### config.mk
export PLATFORM = sky130hd
export DESIGN_NAME = fpstat_reg
export DESIGN_NICKNAME = d
export VERILOG_FILES = /design/src/rtl/fpstat_pkg.sv /design/src/rtl/fpstat_event_gate.sv /design/src/rtl/fpstat_sticky_bank.sv /design/src/rtl/fpstat_cond_flags.sv /design/src/rtl/fpstat_reg.sv
export SDC_FILE = /design/constraint.sdc
export NUM_CORES = 1
export LEC_CHECK = 0
export ABC_CLOCK_PERIOD_IN_PS = 1100
export BUFFER_PORTS_ARGS = -buffer_cell sky130_fd_sc_hd__buf_4
export CORE_ASPECT_RATIO = 0.7
export CORE_MARGIN = 4
export CORE_UTILIZATION = 28
export DETAILED_ROUTE_END_ITERATION = 16
export PLACE_DENSITY_LB_ADDON = 0.08
export SYNTH_ARGS = -nofsm -noshare
export SYNTH_HDL_FRONTEND = slang
export SYNTH_SLANG_ARGS = --single-unit
### constraint.sdc
create_clock -name clk -period 1.1 [get_ports clk]
set_input_delay 0.055 -clock clk [delete_from_list [all_inputs] [get_ports clk]]
set_output_delay 0.055 -clock clk [all_outputs]
set_load 0.02 [all_outputs]
### src/rtl/fpstat_pkg.sv
package fpstat_pkg;

    localparam int REG_W    = 64;
    localparam int NUM_EVT  = 7;
    localparam int NUM_TRAP = 6;
    localparam int CMP_W    = 4;

    localparam int EV_INV = 0;
    localparam int EV_DZ  = 1;
    localparam int EV_OF  = 2;
    localparam int EV_UF  = 3;
    localparam int EV_IX  = 4;
    localparam int EV_ID  = 5;
    localparam int EV_SAT = 6;

    localparam int CMP_LO = 28;
    localparam int CMP_HI = CMP_LO + CMP_W - 1;

    // Register bit position that records each event index.
    function automatic int flag_pos(input int idx);
        case (idx)
            EV_ID:   return 7;
            EV_SAT:  return 27;
            default: return idx;
        endcase
    endfunction

    // Bits that can ever read as one.
    function automatic logic [REG_W-1:0] live_mask(input bit legacy);
        logic [REG_W-1:0] m;
        m = '0;
        for (int i = 0; i < NUM_EVT; i++) m[flag_pos(i)] = 1'b1;
        if (legacy) m[CMP_HI:CMP_LO] = '1;
        return m;
    endfunction

    typedef struct packed {
        logic [CMP_W-1:0]   nzcv;
        logic [NUM_EVT-1:0] flags;
    } fpstat_state_t;

endpackage

### src/rtl/fpstat_event_gate.sv
module fpstat_event_gate
    import fpstat_pkg::*;
#(
    parameter int N_EVT  = NUM_EVT,
    parameter int N_TRAP = NUM_TRAP,
    parameter int UF_IDX = EV_UF
) (
    input  logic [N_EVT-1:0]  evt,
    input  logic [N_TRAP-1:0] trap,
    input  logic              ftz,
    output logic [N_EVT-1:0]  set
);
    for (genvar i = 0; i < N_EVT; i++) begin : g_evt
        if (i >= N_TRAP) begin : g_untrapped
            assign set[i] = evt[i];
        end else if (i == UF_IDX) begin : g_underflow
            assign set[i] = evt[i] & (~trap[i] | ftz);
        end else begin : g_trapped
            assign set[i] = evt[i] & ~trap[i];
        end
    end
endmodule

### src/rtl/fpstat_sticky_bank.sv
module fpstat_sticky_bank #(
    parameter int N = 7
) (
    input  logic         clk,
    input  logic         rst,
    input  logic         wr_en,
    input  logic [N-1:0] wr_val,
    input  logic [N-1:0] set,
    output logic [N-1:0] q
);
    for (genvar i = 0; i < N; i++) begin : g_bit
        logic nxt;
        // Hardware set is ORed after the write so it wins a collision.
        assign nxt = (wr_en ? wr_val[i] : q[i]) | set[i];
        always_ff @(posedge clk) begin
            if (rst) q[i] <= 1'b0;
            else     q[i] <= nxt;
        end
    end
endmodule

### src/rtl/fpstat_cond_flags.sv
module fpstat_cond_flags #(
    parameter bit LEGACY = 1'b1,
    parameter int W      = 4
) (
    input  logic         clk,
    input  logic         rst,
    input  logic         wr_en,
    input  logic [W-1:0] wr_val,
    input  logic         cmp_upd,
    input  logic [W-1:0] cmp_val,
    output logic [W-1:0] q
);
    if (LEGACY) begin : g_on
        always_ff @(posedge clk) begin
            if (rst)          q <= '0;
            else if (cmp_upd) q <= cmp_val;
            else if (wr_en)   q <= wr_val;
        end
    end else begin : g_off
        logic unused_inputs;
        assign unused_inputs = ^{clk, rst, wr_en, wr_val, cmp_upd, cmp_val};
        assign q = '0;
    end
endmodule

### src/rtl/fpstat_reg.sv
module fpstat_reg
    import fpstat_pkg::*;
#(
    parameter bit LEGACY_CMP_EN = 1'b1
) (
    input  logic              clk,
    input  logic              rst,
    input  logic [NUM_EVT-1:0]  evt_pulse,
    input  logic [NUM_TRAP-1:0] trap_en,
    input  logic              ftz_mode,
    input  logic              wr_en,
    input  logic [REG_W-1:0]  wr_data,
    input  logic              cmp_upd,
    input  logic [CMP_W-1:0]  cmp_nzcv,
    output logic [REG_W-1:0]  rd_data
);
    fpstat_state_t      st;
    logic [NUM_EVT-1:0] set_q;
    logic [NUM_EVT-1:0] wr_flags;

    for (genvar i = 0; i < NUM_EVT; i++) begin : g_wr
        assign wr_flags[i] = wr_data[flag_pos(i)];
    end

    logic unused_rsv;
    assign unused_rsv = ^{wr_data[REG_W-1:32], wr_data[26:8], wr_data[6:5]};

    fpstat_event_gate #(.N_EVT(NUM_EVT), .N_TRAP(NUM_TRAP), .UF_IDX(EV_UF)) u_gate (
        .evt  (evt_pulse),
        .trap (trap_en),
        .ftz  (ftz_mode),
        .set  (set_q)
    );

    fpstat_sticky_bank #(.N(NUM_EVT)) u_sticky (
        .clk    (clk),
        .rst    (rst),
        .wr_en  (wr_en),
        .wr_val (wr_flags),
        .set    (set_q),
        .q      (st.flags)
    );

    fpstat_cond_flags #(.LEGACY(LEGACY_CMP_EN), .W(CMP_W)) u_cond (
        .clk     (clk),
        .rst     (rst),
        .wr_en   (wr_en),
        .wr_val  (wr_data[CMP_HI:CMP_LO]),
        .cmp_upd (cmp_upd),
        .cmp_val (cmp_nzcv),
        .q       (st.nzcv)
    );

    always_comb begin
        rd_data = '0;
        for (int i = 0; i < NUM_EVT; i++) rd_data[flag_pos(i)] = st.flags[i];
        rd_data[CMP_HI:CMP_LO] = st.nzcv;
    end
endmodule

==> results of run 1 <==
## worst max-delay path, delay by kind of cell, from the launching register on
family	cells	cell delay [ps]
DFF	1	310
and+or+nand+nor	1	50
muxes	2	390
## where the power goes
group	switching (mW)	total, mW	internal, mW
Clock	0.147	0.401	0.254
Sequential	0.0148	0.445	0.431
Combinational	0.268	0.424	0.156
## state kept, by name (all words and copies together) (netlist names)
signal	count
u_cond.q	4
u_sticky.q	7
## worst max path at each step
stage / from / to / cells after the start
2_1_floorplan: u_cond.q[2] / u_cond.q[2] / 3
6_report: u_cond.q[2] / u_cond.q[2] / 3
5_1_grt: u_cond.q[2] / u_cond.q[2] / 3
4_1_cts: u_cond.q[3] / u_cond.q[3] / 3
3_3_place_gp: wr_en / u_cond.q[0] / 4
3_5_place_dp: wr_en / u_cond.q[0] / 4
## cell families (layout without fill, tap and decap cells)
| kind of cell | after synthesis | count (layout) |
|---|---|---|
| buffers and inverters | 57 | 48 |
| multiplexers | 14 | 14 |
| flip-flops | 11 | 11 |
| AND/OR/NAND/NOR | 11 | 11 |
| AO/OA/AOI/OAI | 8 | 8 |
| other | 1 | 53 |
## cells in the mapped netlist
master,count,area share
a21oi_1,6,0.033
inv_1,1,0.0042
nor2b_1,1,0.0070
nand2b_1,5,0.035
mux2_4,2,0.033
buf_4,53,0.44
a211oi_1,1,0.0084
o21ai_0,1,0.0056
conb_1,1,0.0042
mux2i_1,10,0.11
nor2_1,5,0.021
clkbuf_1,1,0.0042
buf_6,1,0.013
mux2_2,2,0.025
dfxtp_1,11,0.25
buf_2,1,0.0056
## stage by stage
| step | power [mW] | setup WS, ps |
|---|---|---|
| 5_1_grt | 1.35 | 193 |
| 3_3_place_gp | 0.873 | 169 |
| 4_1_cts | 1.30 | 226 |
| 2_1_floorplan | 0.876 | 189 |
| 6_report | 1.27 | 246 |
| 3_5_place_dp | 0.877 | 165 |
## area by class of cell
type / count / share of cell area
inverter: 1 / 0.00345
sequential: 11 / 0.203
multi-input combinational: 86 / 0.414
clock buffer: 4 / 0.0414
timing repair buffer: 43 / 0.297
tap: 36 / 0.0414
## layer usage
metal / share of wire / track usage
met1: 0.36 / 0.0983
met2: 0.47 / 0.135
met3: 0.17 / 0.0562
met4: 0 / 0.00748
met5: 0 / 0
==> summary.md, run 1 <==
| Metric | Value |
|---|---|
| H-tree levels | 1 |
| Post-CTS sizing | 0 |
| Routability cong. | ~0.65 |
| Overflow after GRT | 0 |
| Vias | approximately 620 |
| FF+latch count, synth | 11 |
| Clock tree sinks | 11 |
| Max-slew violation count | 0 |
| Worst Path Required | approximately 1200 ps |
| Wire per inst | 10.2 µm |
| Nets | 232 |
| Clock Tree Buf Depth | 2 |
| Final antenna-violating net count | 0 |
| Most common cell after layout, fill and taps aside | conb_1 |
| Worst hold slack | around 31 ps |
| Crit path max-delay cell type | dfxtp_1 |
| Crit Path Max Fanout | 2 |
| Layout area overhead | 21.2% |
| Slowest stage delay, CP | 310 ps |
| Synthesized area | ~900 µm² |
| PwrDens | 1170 nW/µm² |
| Status | completed |
| Critical Path, Cell by Cell | mux2_4 > mux2i_1 > nor2_1 |
| Final hold violations | 0 |
| Final Cycle Share | 0.777 |
| Antenna cell count | 0 |
| Multiplexer share of the synthesized area | 0.170 |
| Area of the multi-input gates | ~450 µm² |
| Fmax | 1170 MHz |
| Reg-to-reg setup timing slack | 250 ps |
| I/O pins | 150 |
| Hold Path Class | in -> reg |
| Fill cell count | 309 |
| WP data arrival | ~980 ps |
| # Post-CTS Setup Buffers | 0 |
| Setup violators final | 0 |
| GRT Total Usage | 0.0850 |
| Largest net degree at the start of global routing | 13 |
| Clock-pin slew of the registers on the worst-case setup and hold paths | 50 ps |
| Placed insts | 177 |
| Sequential area share after synthesis | 0.245 |
| RSZ-0062 raised after global routing | no |
| Clock Skew | 0 ps |
| Leak | just over 0.6 nW |
| CTS tree | done |
| CP Capture Type | flip-flop |
| Synth Warn # | 0 |
| Mapped Cells | between 100 and 150 |
| Minimum clock period | 854 ps |
| Mean Syn Cell Area | 8.80 µm² |
| Min-delay src | evt_pulse[6] |
| Placed Area | around 1000 µm² |
| Storage element area | 220 µm² |
| Peak supply drop | 0.389 mV |
| Layout Cells excl Fill | around 180 |
| Critical R2R Capture | u_cond.q[2] |
| Compound-Gate Fraction of Synth Area | 0.0474 |
| Design Area, Final | roughly 1100 µm² |
| R2R depth | 3 |
| Initial antenna violation count | 0 |
| Fin Setup TNS | 0 ps |
| DRT iter0 DRCs | 2 |
| Max-cap violations | 0 |
| Vias per cell | 3.45 |
| Standard-cell row count | 16 |
| Ratio of cells with drive above 1 in the final layout | 0.345 |
| Root Driver | clkbuf_8 |
| Die area | approximately 4200 µm² |
| Critical path type | reg -> reg |
| Hold depth | 3 |
| XOR/XNOR Fraction of Synth Area | 0 |
| Post-synthesis simple-gate area fraction | 0.0628 |
| DIE HEIGHT | 55.4 µm |
| Die extent in x | 75.7 µm |
| WL final | approximately 1.8 mm |
| Largest family of logic cells by synthesized area | buffers and inverters |
| Worst-Skew Late Latency | 230 ps |
| # DRC | 0 |
| Utilization after layout | 0.372 |
| Unique masters post-synth | 16 |
| Initial core utilization | 0.307 |
| Reg-to-reg startpoint | u_cond.q[2] |
| Startpoint Class | flip-flop |
| CTS Buf Count | 3 |
| Adder-cell share of the synthesized area | 0 |
| First-pass GRT wire length | ~2.7 mm |
| CORE AREA | 2920 µm² |
| Initial DRT Pass Iterations | 2 |
| Hold_buf cts | 0 |
| PortBufs | 43 |
| Vias in the first global route | 568 |
| Worst Hold End | u_sticky.q[6] |
| Most frequent cells in the layout | 53 x conb_1, 43 x buf_4, 11 x dfxtp_1 |
Note: power is estimated with default switching activity, not from simulation.
==> run 2, diff against run 1 <==
--- a/config.mk
+++ b/config.mk
@@ -5,7 +5,7 @@
 export SDC_FILE = /design/constraint.sdc
 export NUM_CORES = 1
 export LEC_CHECK = 0
-export ABC_CLOCK_PERIOD_IN_PS = 1100
+export ABC_CLOCK_PERIOD_IN_PS = 800
 export BUFFER_PORTS_ARGS = -buffer_cell sky130_fd_sc_hd__buf_4
 export CORE_ASPECT_RATIO = 0.7
 export CORE_MARGIN = 4
==> constraint.sdc (replaced) <==
create_clock -name clk -period 0.8 [get_ports clk]
set_input_delay 0.04 -clock clk [delete_from_list [all_inputs] [get_ports clk]]
set_output_delay 0.04 -clock clk [all_outputs]
set_load 0.02 [all_outputs]
==> summary.md, run 2 (synthesis results as in run 1) <==
| Metric | Value |
|---|---|
| Critical path type | reg -> reg |
| Setup violators final | 4 (+4) |
| Nets | 234 (+0.86%) |
| Peak supply drop | 1.03 mV (+170%) |
| Overflow after GRT | 0 (unchanged) |
| Clock Tree Buf Depth | 2 (unchanged) |
| Routability cong. | 0.646 (-0.59%) |
| Initial DRT Pass Iterations | 4 (+2) |
| Placed insts | 179 (+1.1%) |
| Clock tree sinks | 11 (unchanged) |
| Worst setup margin | -65.3 ps (-311 ps) |
| Layout area overhead | 24.1% |
| Design Area, Final | 1110 µm² (+2.4%) |
| Largest net degree at the start of global routing | 12 (-1) |
| Die area | 4190 µm² (unchanged) |
| Placed Area | 1060 µm² (+2.0%) |
| DRT iter0 DRCs | 11 (+9) |
| Violated checks | negative setup slack |
| Most frequent cells in the layout | 53 x conb_1, 45 x buf_4, 10 x mux2i_1 |
| # DRC | 0 (unchanged) |
| Vias | 642 (+2.9%) |
| Most common cell after layout, fill and taps aside | conb_1 |
| Final antenna-violating net count | 0 (unchanged) |
| Max reg flops | 7 (unchanged) |
| Overall power | 1.76 mW (+38%) |
| CTS tree | done |
| Placement-stage worst setup slack | -59.6 ps (-225 ps) |
| Initial antenna violation count | 0 (unchanged) |
| Fmax | 1160 MHz (-1.3%) |
| Startpoint Class | flip-flop |
| Worst Path Required | 920 ps (-310 ps) |
| CP Capture Type | flip-flop |
| Crit Path Max Fanout | 2 (unchanged) |
| Post-DP HPWL | 1.57 mm |
| Wire per inst | 9.91 µm (-2.6%) |
| Standard-cell row count | 16 (unchanged) |
| Die extent in x | 75.7 µm (unchanged) |
| PortBufs | 43 (unchanged) |
| Fin Setup TNS | -213 ps (-213 ps) |
| Largest reg by FF count | u_sticky.q |
| Top flop regs | u_sticky.q (7), u_cond.q (4) |
| Final hold violations | 0 (unchanged) |
| Ratio of cells with drive above 1 in the final layout | 0.395 (+0.0497) |
| Utilization after layout | 0.381 (+0.00899) |
| Root Driver | clkbuf_8 |
| Layout Cells excl Fill | 183 (+1.1%) |
| Antenna cell count | 0 (unchanged) |
| Final Cycle Share | 1.08 (+0.305) |
| First-pass GRT wire length | 2.60 mm (-5.0%) |
| Max-cap violations | 0 (unchanged) |
| WP data arrival | 990 ps (about the same) |
| Clock-pin slew of the registers on the worst-case setup and hold paths | 50 ps (about the same) |
| Vias in the first global route | 560 (-1.4%) |
| Worst-Skew Late Latency | 230 ps (about the same) |
| GRT Total Usage | 0.0786 (-0.00646) |
| Leak | 0.632 nW (+2.0%) |
| I/O pins | 150 (unchanged) |
| Worst hold slack | 22.6 ps (-8.54 ps) |
| DIE HEIGHT | 55.4 µm (unchanged) |
| Initial core utilization | 0.307 (unchanged) |
| H-tree levels | 1 (unchanged) |
| Hold Path Class | in -> reg |
| RSZ-0062 raised after global routing | yes |
| Clock Skew | 0 ps (unchanged) |
| Hold_buf cts | 0 (unchanged) |
| Vias per cell | 3.51 (+1.8%) |
| CORE AREA | 2920 µm² (unchanged) |
| Max-slew violation count | 0 (unchanged) |
| PwrDens | 1580 nW/µm² (+35%) |
| Status | finished with violations |
| Minimum clock period | 865 ps (+11.0 ps) |
| CTS Buf Count | 3 (unchanged) |
| WL final | 1.81 mm (-1.5%) |
-- run 2: cell count changes in the layout (fill, tap and decap cells not counted), sizes merged --
cell,change
buf,+2
-- run 2: final timing paths --
check / start / to / slack [ps] / cells past startpoint
setup / recovery: u_cond.q[2] / u_cond.q[2] / -70 / 3
hold / removal: evt_pulse[6] / u_sticky.q[6] / 20 / 3
setup reg to reg: u_cond.q[2] / u_cond.q[2] / -70 / 3
hold reg to reg: u_sticky.q[1] / u_sticky.q[1] / 540 / 2
-- run 2: layout make-up --
type	instances	area (µm²)
multi-input cells	86	455
inverters	1	3.75
clock buffers	4	45.0
fillers	309	1810
flip-flops and latches	11	226
repair buffers	45	338
well taps	36	45.0
-- run 2: what timing repair did --
| item | CTS | global route |
|---|---|---|
| buffers inserted | 0 | 0 |
| gates resized for setup | 1 | 0 |
| gates cloned | 0 | 0 |
| setup endpoints to repair | 5 | 5 |
-- run 2: power breakdown --
group          internal, mW  switching, mW  leakage [nW]
clock network         0.349          0.201        0.0228
logic                 0.223          0.371         0.516
registers             0.596         0.0195        0.0931
total                  1.17          0.591         0.632
-- run 2: layer usage --
| layer | vias to the layer above | global-route usage | wire length (µm) |
|---|---|---|---|
| li1 | 311 | - | - |
| met1 | 276 | 0.0952 | 627 |
| met2 | 55 | 0.121 | 827 |
| met3 | 0 | 0.0562 | 359 |
| met4 | 0 | 0 | 0 |
| met5 | - | 0 | 0 |
-- run 2: critical path, cell delays in order, from the launching register on --
cell and delay (ps):
dfxtp_2 320, mux2_4 250, mux2i_1 140, nor2_1 50
==> run 3, diff against run 2 <==
--- a/config.mk
+++ b/config.mk
@@ -10,6 +10,7 @@
 export CORE_ASPECT_RATIO = 0.7
 export CORE_MARGIN = 4
 export CORE_UTILIZATION = 28
+export CTS_BUF_LIST = sky130_fd_sc_hd__clkbuf_8
 export DETAILED_ROUTE_END_ITERATION = 16
 export PLACE_DENSITY_LB_ADDON = 0.08
 export SYNTH_ARGS = -nofsm -noshare
==> summary.md, run 3 (synthesis results as in run 1) <==
| Metric | Value |
|---|---|
| Setup violators final | 4 (unchanged) |
| Final Cycle Share | 1.08 (unchanged) |
| Initial core utilization | 0.307 (unchanged) |
| Worst-Skew Late Latency | 230 ps (about the same) |
| Hold depth | 3 (unchanged) |
| Clock Skew | 0 ps (unchanged) |
| Wire per inst | 9.91 µm (unchanged) |
| Max reg flops | 7 (unchanged) |
| Hold_buf cts | 0 (unchanged) |
| Clock-pin slew of the registers on the worst-case setup and hold paths | 50 ps (about the same) |
| Most frequent cells in the layout | 53 x conb_1, 45 x buf_4, 10 x mux2i_1 |
| Minimum clock period | 865 ps (unchanged) |
| Initial DRT Pass Iterations | 4 (unchanged) |
| Slowest stage delay, CP | 320 ps (about the same) |
| Routability cong. | 0.646 (unchanged) |
| CTS Buf Count | 3 (unchanged) |
| Status | finished with violations |
| Layout Cells excl Fill | 183 (unchanged) |
| Max-slew violation count | 0 (unchanged) |
| Root Driver | clkbuf_8 |
| Largest reg by FF count | u_sticky.q |
| Ratio of cells with drive above 1 in the final layout | 0.395 (unchanged) |
| Area of the multi-input gates | 455 µm² (unchanged) |
| Layout area overhead | 24.1% (unchanged) |
| WP data arrival | 990 ps (about the same) |
| Antenna cell count | 0 (unchanged) |
| Overall power | 1.75 mW (-0.67%) |
| DIE HEIGHT | 55.4 µm (unchanged) |
| Final antenna-violating net count | 0 (unchanged) |
| CORE AREA | 2920 µm² (unchanged) |
| Fill cell count | 309 (unchanged) |
| Critical Path, Cell by Cell | mux2_4 > mux2i_1 > nor2_1 |
| Worst Path Required | 920 ps (about the same) |
| Leak | 0.636 nW (+0.66%) |
| # Post-CTS Setup Buffers | 0 (unchanged) |
| Max-cap violations | 0 (unchanged) |
| Vias per cell | 3.51 (unchanged) |
| Placed insts | 179 (unchanged) |
| Die extent in x | 75.7 µm (unchanged) |
| Vias | 642 (unchanged) |
| Crit path max-delay cell type | dfxtp_2 |
| Final hold violations | 0 (unchanged) |
| Fin Setup TNS | -213 ps (-0.0580 ps) |
| Most common cell after layout, fill and taps aside | conb_1 |
| Crit Path Max Fanout | 2 (unchanged) |
| Die area | 4190 µm² (unchanged) |
| Worst hold slack | 22.6 ps (+0.000100 ps) |
| CTS tree | done |
| Vias in the first global route | 560 (unchanged) |
| Standard-cell row count | 16 (unchanged) |
| Critical R2R Capture | u_cond.q[2] |
| Critical path capture point | u_cond.q[2] |
| Critical path type | reg -> reg |
| First-pass GRT wire length | 2.60 mm (unchanged) |
| Initial antenna violation count | 0 (unchanged) |
| CP Capture Type | flip-flop |
| R2R depth | 3 (unchanged) |
| RSZ-0062 raised after global routing | yes |
| Hold Path Class | in -> reg |
| # DRC | 0 (unchanged) |
| Nets | 234 (unchanged) |
| WL final | 1.81 mm (unchanged) |
| Violated checks | negative setup slack |
| H-tree levels | 1 (unchanged) |
| Utilization after layout | 0.381 (unchanged) |
| Worst setup margin | -65.3 ps (unchanged) |
| PwrDens | 1570 nW/µm² (-0.67%) |
| Clock tree sinks | 11 (unchanged) |
| GRT Total Usage | 0.0786 (unchanged) |
| Clock Tree Buf Depth | 2 (unchanged) |
| Fmax | 1160 MHz (unchanged) |
| DRT iter0 DRCs | 11 (unchanged) |
| Reg-to-reg startpoint | u_cond.q[2] |
| Top flop regs | u_sticky.q (7), u_cond.q (4) |
| Storage element area | 226 µm² (unchanged) |
| I/O pins | 150 (unchanged) |
| CP Launch Point | u_cond.q[2] |
| PortBufs | 43 (unchanged) |
| Startpoint Class | flip-flop |
| Reg-to-reg setup timing slack | -70 ps (about the same) |
| Post-DP HPWL | 1.57 mm (unchanged) |
| Peak supply drop | 1.00 mV (-3.3%) |
| Overflow after GRT | 0 (unchanged) |
| Largest net degree at the start of global routing | 12 (unchanged) |
[run 3: worst min-delay path by stage]
| stage | startpoint | to | slack [ps] |
|---|---|---|---|
| floorplan | rst | u_sticky.q[4] | 110 |
| global placement | evt_pulse[6] | u_sticky.q[6] | 260 |
| detailed placement | evt_pulse[6] | u_sticky.q[6] | 270 |
| CTS | evt_pulse[6] | u_sticky.q[6] | 20 |
| global route | cmp_nzcv[3] | u_cond.q[3] | 60 |
| finish | evt_pulse[6] | u_sticky.q[6] | 20 |
[run 3: layout make-up]
class / count / share of cell area
multi-input combinational: 86 / 0.409
timing repair buffer: 45 / 0.303
sequential: 11 / 0.203
tap: 36 / 0.0404
clock buffer: 3 / 0.0371
clock inverter: 1 / 0.00337
inverter: 1 / 0.00337
[run 3: repair_timing]
item / 4_1_cts / 5_1_grt
endpoints found under the setup margin: 5 / 5
gates resized for setup: 1 / 0
gates cloned: 0 / 0
[run 3: through the flow]
stage,instance area (µm²),worst slack [ps]
2_1_floorplan,1100,-81.6
3_3_place_gp,1060,-50.3
3_5_place_dp,1060,-59.6
4_1_cts,1110,-69.6
5_1_grt,1110,-139
6_report,1110,-65.3
[run 3: worst max-delay path: cells and delay by family (launching register included)]
kind	cells	cell delay [ps]
flops	1	320
mux	2	390
simple gates	1	50
[run 3: layer usage]
metal  GRT usage  routed length, µm
met1      0.0952                627
met2       0.121                827
met3      0.0562                359
met4           0                  0
met5           0                  0
[run 3: report_power, final]
group / total (mW) / internal (mW) / switching, mW
clock: 0.538 / 0.336 / 0.202
sequential: 0.615 / 0.595 / 0.0195
combinational: 0.593 / 0.223 / 0.371
total: 1.75 / 1.15 / 0.592
